$ cat src/rtl/mmu_cmd_pkg.sv
package mmu_cmd_pkg;
   localparam int CODE_W = 16;

   typedef enum logic [3:0] {
      CLS_NONE       = 4'd0,
      CLS_REG_MOVE   = 4'd1,
      CLS_LOAD_ENTRY = 4'd2,
      CLS_FLUSH      = 4'd3,
      CLS_FLUSH_ROOT = 4'd4,
      CLS_PROBE      = 4'd5,
      CLS_COND_SET   = 4'd6,
      CLS_BRANCH16   = 4'd7,
      CLS_BRANCH32   = 4'd8,
      CLS_DEC_BRANCH = 4'd9
   } cmd_cls_e;

   typedef enum logic [1:0] {
      TGT_CTRL     = 2'd0,
      TGT_SUP_ROOT = 2'd1,
      TGT_CPU_ROOT = 2'd2,
      TGT_STATUS   = 2'd3
   } mmu_tgt_e;

   typedef struct packed {
      cmd_cls_e cls;
      logic     move_ok;
      logic     move_bad;
      logic     to_mem;
      mmu_tgt_e tgt;
   } cmd_dec_t;
endpackage

$ cat src/rtl/mmu_cmd_classify.sv
module mmu_cmd_classify
   import mmu_cmd_pkg::*;
(
   input  logic [CODE_W-1:0] opword_i,
   input  logic [CODE_W-1:0] ext_i,
   output cmd_dec_t          dec_o
);
   always_comb begin
      dec_o = '{cls: CLS_NONE, move_ok: 1'b0, move_bad: 1'b0,
                to_mem: 1'b0, tgt: TGT_CTRL};
      if ((opword_i & 16'hFFF8) == 16'hF048) begin
         dec_o.cls = CLS_DEC_BRANCH;
      end else if ((opword_i & 16'hFFC0) == 16'hF040) begin
         dec_o.cls = CLS_COND_SET;
      end else if ((opword_i & 16'hFFC0) == 16'hF080) begin
         dec_o.cls = CLS_BRANCH16;
      end else if ((opword_i & 16'hFFC0) == 16'hF0C0) begin
         dec_o.cls = CLS_BRANCH32;
      end else if ((opword_i & 16'hFFC0) == 16'hF000) begin
         if ((ext_i & 16'hFDE0) == 16'h2000) begin
            dec_o.cls = CLS_LOAD_ENTRY;
         end else if ((ext_i & 16'hE200) == 16'h2000) begin
            dec_o.cls = CLS_FLUSH;
         end else if (ext_i == 16'hA000) begin
            dec_o.cls = CLS_FLUSH_ROOT;
         end else if ((ext_i & 16'hE000) == 16'h8000) begin
            dec_o.cls = CLS_PROBE;
         end else begin
            dec_o.cls    = CLS_REG_MOVE;
            dec_o.to_mem = ext_i[9];
            case (ext_i[15:13])
               3'd0, 3'd2: begin
                  case (ext_i[12:10])
                     3'd0:    begin dec_o.move_ok = 1'b1; dec_o.tgt = TGT_CTRL;     end
                     3'd2:    begin dec_o.move_ok = 1'b1; dec_o.tgt = TGT_SUP_ROOT; end
                     3'd3:    begin dec_o.move_ok = 1'b1; dec_o.tgt = TGT_CPU_ROOT; end
                     default: dec_o.move_bad = 1'b1;
                  endcase
               end
               3'd3: begin
                  dec_o.move_ok = 1'b1;
                  dec_o.tgt     = TGT_STATUS;
               end
               default: dec_o.move_bad = 1'b1;
            endcase
         end
      end
   end

   always_comb begin
      assert (!(dec_o.move_ok && dec_o.move_bad))
         else $error("a_r12_ok_bad_exclusive: move both good and bad");
   end
endmodule

$ cat src/rtl/mmu_reg_bank.sv
module mmu_reg_bank
   import mmu_cmd_pkg::*;
#(
   parameter int TC_W = 32,
   parameter int RP_W = 64,
   parameter int SR_W = 16
) (
   input  logic            clk_i,
   input  logic            rst_ni,
   input  mmu_tgt_e        rd_tgt_i,
   output logic [RP_W-1:0] rd_val_o,
   input  logic            commit_i,
   input  mmu_tgt_e        wr_tgt_i,
   input  logic [RP_W-1:0] wr_val_i,
   output logic            xlate_en_o
);
   localparam int N_ROOT = 2;

   logic [TC_W-1:0] tc_q;
   logic [SR_W-1:0] sr_q;

   always_ff @(posedge clk_i or negedge rst_ni) begin
      if (!rst_ni) begin
         tc_q <= '0;
         sr_q <= '0;
      end else if (commit_i) begin
         if (wr_tgt_i == TGT_CTRL)   tc_q <= wr_val_i[TC_W-1:0];
         if (wr_tgt_i == TGT_STATUS) sr_q <= wr_val_i[SR_W-1:0];
      end
   end

   for (genvar g = 0; g < N_ROOT; g++) begin : g_root
      localparam mmu_tgt_e SLOT_TGT = (g == 0) ? TGT_SUP_ROOT : TGT_CPU_ROOT;
      logic [RP_W-1:0] val_q;
      always_ff @(posedge clk_i or negedge rst_ni) begin
         if (!rst_ni)                                val_q <= '0;
         else if (commit_i && wr_tgt_i == SLOT_TGT)  val_q <= wr_val_i;
      end
   end

   always_comb begin
      case (rd_tgt_i)
         TGT_CTRL:     rd_val_o = RP_W'(tc_q) << (RP_W - TC_W);
         TGT_SUP_ROOT: rd_val_o = g_root[0].val_q;
         TGT_CPU_ROOT: rd_val_o = g_root[1].val_q;
         default:      rd_val_o = RP_W'(sr_q) << (RP_W - SR_W);
      endcase
   end

   assign xlate_en_o = tc_q[TC_W-1];

   a_r9_xlate_from_load: assert property (@(posedge clk_i) disable iff (!rst_ni)
      (commit_i && wr_tgt_i == TGT_CTRL) |=> (xlate_en_o == $past(wr_val_i[TC_W-1])));
endmodule

$ cat src/rtl/mmu_xfer_seq.sv
module mmu_xfer_seq #(
   parameter int AW    = 32,
   parameter int HW    = 16,
   parameter int BUF_W = 64
) (
   input  logic             clk_i,
   input  logic             rst_ni,
   input  logic             start_i,
   input  logic             to_mem_i,
   input  logic [$clog2(BUF_W/HW+1)-1:0] nhw_i,
   input  logic [AW-1:0]    base_i,
   input  logic [BUF_W-1:0] snap_i,
   output logic             busy_o,
   output logic             done_o,
   output logic             commit_o,
   output logic [BUF_W-1:0] commit_val_o,
   output logic             mem_req_o,
   output logic             mem_we_o,
   output logic [AW-1:0]    mem_addr_o,
   output logic [HW-1:0]    mem_wdata_o,
   input  logic [HW-1:0]    mem_rdata_i,
   input  logic             mem_ack_i
);
   localparam int SLOTS = BUF_W / HW;
   localparam int CW    = $clog2(SLOTS + 1);
   localparam int STEP  = HW / 8;

   typedef enum logic {SQ_IDLE, SQ_XFER} sq_e;

   sq_e              st_q;
   logic [CW-1:0]    idx_q, cnt_q;
   logic [AW-1:0]    base_q;
   logic             dir_q;
   logic [BUF_W-1:0] buf_q;
   logic             done_q;
   logic             last;

   assign last = (idx_q == cnt_q - CW'(1));

   always_ff @(posedge clk_i or negedge rst_ni) begin
      if (!rst_ni) begin
         st_q   <= SQ_IDLE;
         idx_q  <= '0;
         cnt_q  <= '0;
         base_q <= '0;
         dir_q  <= 1'b0;
         buf_q  <= '0;
         done_q <= 1'b0;
      end else begin
         done_q <= 1'b0;
         case (st_q)
            SQ_IDLE: begin
               if (start_i) begin
                  st_q   <= SQ_XFER;
                  idx_q  <= '0;
                  cnt_q  <= nhw_i;
                  base_q <= base_i;
                  dir_q  <= to_mem_i;
                  buf_q  <= snap_i;
               end
            end
            default: begin
               if (mem_ack_i) begin
                  if (dir_q) buf_q <= buf_q << HW;
                  else       buf_q <= {buf_q[BUF_W-HW-1:0], mem_rdata_i};
                  idx_q <= idx_q + CW'(1);
                  if (last) begin
                     st_q   <= SQ_IDLE;
                     done_q <= 1'b1;
                  end
               end
            end
         endcase
      end
   end

   assign busy_o       = (st_q != SQ_IDLE);
   assign done_o       = done_q;
   assign mem_req_o    = (st_q == SQ_XFER);
   assign mem_we_o     = dir_q;
   assign mem_addr_o   = base_q + AW'(idx_q) * AW'(STEP);
   assign mem_wdata_o  = buf_q[BUF_W-1 -: HW];
   assign commit_o     = (st_q == SQ_XFER) && mem_ack_i && last && !dir_q;
   assign commit_val_o = {buf_q[BUF_W-HW-1:0], mem_rdata_i};

   a_r10_req_holds: assert property (@(posedge clk_i) disable iff (!rst_ni)
      (mem_req_o && !mem_ack_i) |=> (mem_req_o && $stable(mem_addr_o) && $stable(mem_we_o)));
   a_r11_done_single: assert property (@(posedge clk_i) disable iff (!rst_ni)
      done_o |=> !done_o);
   a_r10_index_bounded: assert property (@(posedge clk_i) disable iff (!rst_ni)
      mem_req_o |-> (idx_q < cnt_q));
endmodule

$ cat src/rtl/mmu_cmd_port.sv
module mmu_cmd_port
   import mmu_cmd_pkg::*;
#(
   parameter int AW   = 32,
   parameter int HW   = 16,
   parameter int TC_W = 32,
   parameter int RP_W = 64,
   parameter int SR_W = 16
) (
   input  logic                clk_i,
   input  logic                rst_ni,
   input  logic                cmd_valid_i,
   input  logic [CODE_W-1:0]   cmd_opword_i,
   input  logic [CODE_W-1:0]   cmd_ext_i,
   input  logic [AW-1:0]       cmd_base_i,
   output logic                busy_o,
   output logic                cls_vld_o,
   output logic [3:0]          cls_o,
   output logic                err_o,
   output logic                done_o,
   output logic                xlate_en_o,
   output logic                mem_req_o,
   output logic                mem_we_o,
   output logic [AW-1:0]       mem_addr_o,
   output logic [HW-1:0]       mem_wdata_o,
   input  logic [HW-1:0]       mem_rdata_i,
   input  logic                mem_ack_i
);
   localparam int CW     = $clog2(RP_W / HW + 1);
   localparam int TC_HWS = TC_W / HW;
   localparam int RP_HWS = RP_W / HW;
   localparam int SR_HWS = SR_W / HW;

   if (HW % 8 != 0 || TC_W % HW != 0 || RP_W % HW != 0 || SR_W % HW != 0) begin : g_bad_split
      $error("register widths must be whole numbers of byte-aligned halfwords");
   end
   if (TC_W > RP_W || SR_W > RP_W || RP_W < 2 * HW) begin : g_bad_buffer
      $error("root pointer width must cover every register and two halfwords");
   end

   cmd_dec_t        dec;
   logic            accept, start;
   logic [CW-1:0]   nhw;
   logic [RP_W-1:0] snap, commit_val;
   logic            commit;
   cmd_cls_e        cls_q;
   logic            cls_vld_q, err_q;
   mmu_tgt_e        tgt_q;

   mmu_cmd_classify i_classify (
      .opword_i (cmd_opword_i),
      .ext_i    (cmd_ext_i),
      .dec_o    (dec)
   );

   assign accept = cmd_valid_i && !busy_o;
   assign start  = accept && dec.move_ok;

   always_comb begin
      case (dec.tgt)
         TGT_CTRL:   nhw = CW'(TC_HWS);
         TGT_STATUS: nhw = CW'(SR_HWS);
         default:    nhw = CW'(RP_HWS);
      endcase
   end

   always_ff @(posedge clk_i or negedge rst_ni) begin
      if (!rst_ni) begin
         cls_q     <= CLS_NONE;
         cls_vld_q <= 1'b0;
         err_q     <= 1'b0;
         tgt_q     <= TGT_CTRL;
      end else begin
         cls_vld_q <= accept;
         err_q     <= accept && dec.move_bad;
         if (accept) cls_q <= dec.cls;
         if (start)  tgt_q <= dec.tgt;
      end
   end

   mmu_reg_bank #(.TC_W(TC_W), .RP_W(RP_W), .SR_W(SR_W)) i_regs (
      .clk_i      (clk_i),
      .rst_ni     (rst_ni),
      .rd_tgt_i   (dec.tgt),
      .rd_val_o   (snap),
      .commit_i   (commit),
      .wr_tgt_i   (tgt_q),
      .wr_val_i   (commit_val),
      .xlate_en_o (xlate_en_o)
   );

   mmu_xfer_seq #(.AW(AW), .HW(HW), .BUF_W(RP_W)) i_seq (
      .clk_i        (clk_i),
      .rst_ni       (rst_ni),
      .start_i      (start),
      .to_mem_i     (dec.to_mem),
      .nhw_i        (nhw),
      .base_i       (cmd_base_i),
      .snap_i       (snap),
      .busy_o       (busy_o),
      .done_o       (done_o),
      .commit_o     (commit),
      .commit_val_o (commit_val),
      .mem_req_o    (mem_req_o),
      .mem_we_o     (mem_we_o),
      .mem_addr_o   (mem_addr_o),
      .mem_wdata_o  (mem_wdata_o),
      .mem_rdata_i  (mem_rdata_i),
      .mem_ack_i    (mem_ack_i)
   );

   assign cls_o     = cls_q;
   assign cls_vld_o = cls_vld_q;
   assign err_o     = err_q;

   a_r12_err_no_transfer: assert property (@(posedge clk_i) disable iff (!rst_ni)
      err_o |-> !busy_o);
   a_r14_busy_drops_cmd: assert property (@(posedge clk_i) disable iff (!rst_ni)
      (busy_o && cmd_valid_i) |=> !cls_vld_o);
   a_r9_xlate_only_at_done: assert property (@(posedge clk_i) disable iff (!rst_ni)
      !$stable(xlate_en_o) |-> done_o);
   a_r12_err_single: assert property (@(posedge clk_i) disable iff (!rst_ni)
      err_o |-> cls_vld_o);
endmodule

$ cat config.mk
export PLATFORM = sky130hd
export DESIGN_NAME = mmu_cmd_port
export DESIGN_NICKNAME = d
export VERILOG_FILES = /design/src/rtl/mmu_cmd_pkg.sv /design/src/rtl/mmu_cmd_classify.sv /design/src/rtl/mmu_reg_bank.sv /design/src/rtl/mmu_xfer_seq.sv /design/src/rtl/mmu_cmd_port.sv
export SDC_FILE = /design/constraint.sdc
export NUM_CORES = 1
export LEC_CHECK = 0
export BUFFER_PORTS_ARGS = -buffer_cell sky130_fd_sc_hd__buf_4
export CAP_MARGIN = 20
export CORE_ASPECT_RATIO = 0.75
export CORE_MARGIN = 1
export CORE_UTILIZATION = 25
export DETAILED_ROUTE_END_ITERATION = 8
export GPL_ROUTABILITY_DRIVEN = 0
export PLACE_DENSITY = 0.4
export SYNTH_ARGS = -nofsm -noshare
export SYNTH_HDL_FRONTEND = slang
export SYNTH_HIERARCHICAL = 1
export SYNTH_SLANG_ARGS = --single-unit
$ cat constraint.sdc
create_clock -name clk_i -period 4.3 [get_ports clk_i]
set_input_delay 0.86 -clock clk_i [delete_from_list [all_inputs] [get_ports clk_i]]
set_output_delay 0.86 -clock clk_i [all_outputs]
set_load 0.1 [all_outputs]
==> key figures <==
STA
  – Final worst slack: 0.675 ns
  – Fmax: 276 MHz
  – Final worst path period share: 84.3%
  – Pins over their slew limit: 0
  – Slew @ Worst Pin: 0.819 ns
  – Final TNS setup: 0 ns
  – Final Hold Fails: 0
  – Relative slew margins: 45.3%
  – Finish-stage setup viols: 0
  – RSZ-0062 raised after global routing: no
  – Crit path time final: 3.62 ns
  – Fin Clk Skew: 0.0247 ns

Placement
  – Dpl cell area: 15,800 µm²
  – Final HPWL DP: 23.4 mm
  – Port bufs: 139
  – Pre-CTS WS: 0.636 ns
  – Placed Cells: 1,932

Floorplan
  – Die span in y: 208 µm
  – Die ar.: 57,800 µm²
  – Top Ports: 143
  – # rows: 75
  – Die width: 277 µm
  – Initial core utilization: 25.3%
  – Core area: 56,000 µm²

Synthesis
  – Ranking of synthesized cells by area: dfrtp_1, mux2_4, mux2_2
  – Yosys cell types: 56
  – Register area share after synthesis: 50.9%
  – Yosys Warn Count: 6
  – Top_reg_cell synth: dfrtp_1
  – Avg Inst Size Synth: 12.7 µm²
  – Post-synth top area share: 50.9%
  – Syn Nets: 1,213
  – Synth area leader: dfrtp_1
  – FFs w/ async S/R, synth: 100%
  – Post-Syn Area: 14,200 µm²
  – Post-synth EDFFs: 0
  – Post-Syn Instances: 1,121
  – FF+latch count, synth: 289

CTS
  – Clk_lat worst skew: 0.55 ns
  – CTS root buffer: clkbuf_16
  – Post-CTS Setup Repair Bufs: 0
  – H-tree depth: 2
  – # resized after CTS: 0
  – Count of hold buffers inserted by post-cts repair: 0
  – Total CTS buffers: 36
  – Clk buf depth: 3
  – CTS tree: done
  – Clock Pin Slew Worst Setup and Hold Paths: 0.06 ns
  – CTS Sinks: 289

Pwr
  – PwrDens: 350 nW/µm²
  – Total Power: 5.93 mW
  – Maximum vdd drop: 0.244 mV
  – Comb power frac: 3.5%
  – Switch Pwr: 1.37 mW
  – Leakage power: 8.21 nW
  – Clk network pwr share: 50.0%
  – Internal: 4.56 mW
  – Sequential power share: 46.5%
  – Net Sw Frac: 23.1%

Finish
  – Layout cells sized above 1: 34.7%
  – Final nets: 1,331
  – Synthesis-to-finish area growth: 19.5%
  – Non-filler instance count after layout: 1,995
  – Commonest non-fill, non-tap cell in the layout: dfrtp_1
  – Commonest non-fill, non-tap cells in the layout: dfrtp_1, nand2_1, buf_4, mux2_4, o21ai_0
  – Finished Cell Area: 17,000 µm²

Critical path
  – Setup CP Type: flip-flop to output pin
  – Worst setup SP type: flip-flop
  – CP top delay family: simple AND/OR/NAND/NOR gates
  – Slowest CP cell: nor4_4
  – Worst path bufs/invs: 1
  – CP max FO: 15
  – Worst path cell trace: nand4_2, nor4_4, nand4_1, xnor2_1, buf_4
  – Max stage delay on crit path: 0.76 ns
  – Endpoint class of the critical path: output pin
  – RR Startpoint: i_seq/cnt_q[0]
  – Arrival @ worst endpoint: 2.76 ns
  – Worst endpoint required time: 3.44 ns
  – FF-to-FF End: i_regs/g_root[0].val_q[11]
  – Worst R2R Setup Slack: 1.38 ns
  – Reg2reg path depth: 9

Global routing
  – First-pass GRT wire length: 60.9 mm
  – Largest net degree at the start of global routing: 100
  – Number of global-route vias before repair: 9,528
  – Grt total ovfl: 0
  – Initial antenna violation count: 0
  – Tot GR Track Use: 13.7%

Drt
  – Routed WL: 38.5 mm
  – Drt first pass iters: 4
  – Remaining DRCs: 0
  – Initial DRC count: 410
  – Via/cell ratio: 4.45
  – Wire length per cell: 19.3 µm
  – Vias post-DR: 8,884
  – Routed Antenna Nets: 0

Min path
  – Hold Path Class: primary input to async pin

Run status
  – Status: finished clean

Job
  – Max-Cap Viols: 0
==> cell families (layout without fill, tap and decap cells) <==
kind of cell               after synthesis  in the layout  share of synthesized area (%)
and+or+nand+nor                        280            280                           9.61
other                                    0              1                              0
xor gates and xnor gates                33             33                           2.04
AOI/OAI and AO/OA                      150            150                           6.79
adders and majority gates                8              8                          0.758
muxes                                  262            262                           24.7
DFF                                    289            289                           50.9
buffers and inverters                   99            241                           5.22
==> layer usage <==
metal  global-route usage [%]  share of wire [%]  vias to the layer above
met5                        0                  0                        -
li1                         -                  -                     4183
met3                     2.31                2.9                       51
met1                     20.2                 52                     4531
met2                     20.1                 43                      119
met4                     4.37                2.3                        0
==> per-stage QoR <==
step                util (%)  hold slack, ns
CTS                     30.3           0.298
floorplan                  -           0.447
global placement        28.3           0.467
finish                  30.3           0.284
global route            30.3           0.321
detailed placement      28.3           0.473
==> cell usage after synthesis, types with 9 or more instances <==
cell type	number
mux2_4	120
mux2_2	60
nand4_1	18
o21ai_0	69
a21oi_1	20
nand2_1	178
dfrtp_1	289
inv_1	11
buf_4	23
clkbuf_1	26
mux2i_1	64
a22o_1	33
o2bb2ai_1	16
mux4_2	16
nor2_1	26
buf_12	12
buf_2	16
xnor2_1	26
nand3_1	9
buf_6	9
==> layout make-up <==
class / count / area [µm²]
fill: 5615 / 39100
sequential: 289 / 7240
multi-input combinational: 733 / 6260
timing repair buffer: 168 / 1380
clock buffer: 50 / 993
tap: 731 / 915
clock inverter: 12 / 143
inverter: 11 / 41.3
antenna: 1 / 2.50
==> sequential cells by signal (all words and copies together), names as in the netlist, 2 cells and up <==
signal	cells
cls_o	4
i_regs/g_root.val_q	128
i_regs/sr_q	16
i_regs/tc_q	32
i_seq/base_q	32
i_seq/buf_q	64
i_seq/cnt_q	3
i_seq/idx_q	3
tgt_q	2
==> power by group through the flow <==
stage               clock network [mW]  logic (mW)  registers [mW]
finish                            2.96       0.206            2.76
global placement                     0       0.212            2.81
floorplan                            0      0.0674            2.81
detailed placement                   0       0.212            2.81
CTS                               3.09       0.213            2.76
global route                      3.20       0.230            2.76
==> worst max-delay path by stage <==
stage	startpoint	to	slack [ns]	cells past startpoint
3_5_place_dp	cmd_opword_i[9]	i_seq/buf_q[49]	0.64	10
4_1_cts	i_seq/base_q[5]	mem_addr_o[28]	0.61	5
5_1_grt	i_seq/base_q[5]	mem_addr_o[27]	0.39	5
3_3_place_gp	cmd_opword_i[9]	i_seq/buf_q[50]	0.71	10
6_report	i_seq/base_q[5]	mem_addr_o[28]	0.68	5
2_1_floorplan	i_seq/idx_q[0]	mem_addr_o[27]	0.40	7
No activity file was read; power rests on OpenSTA's default activity.
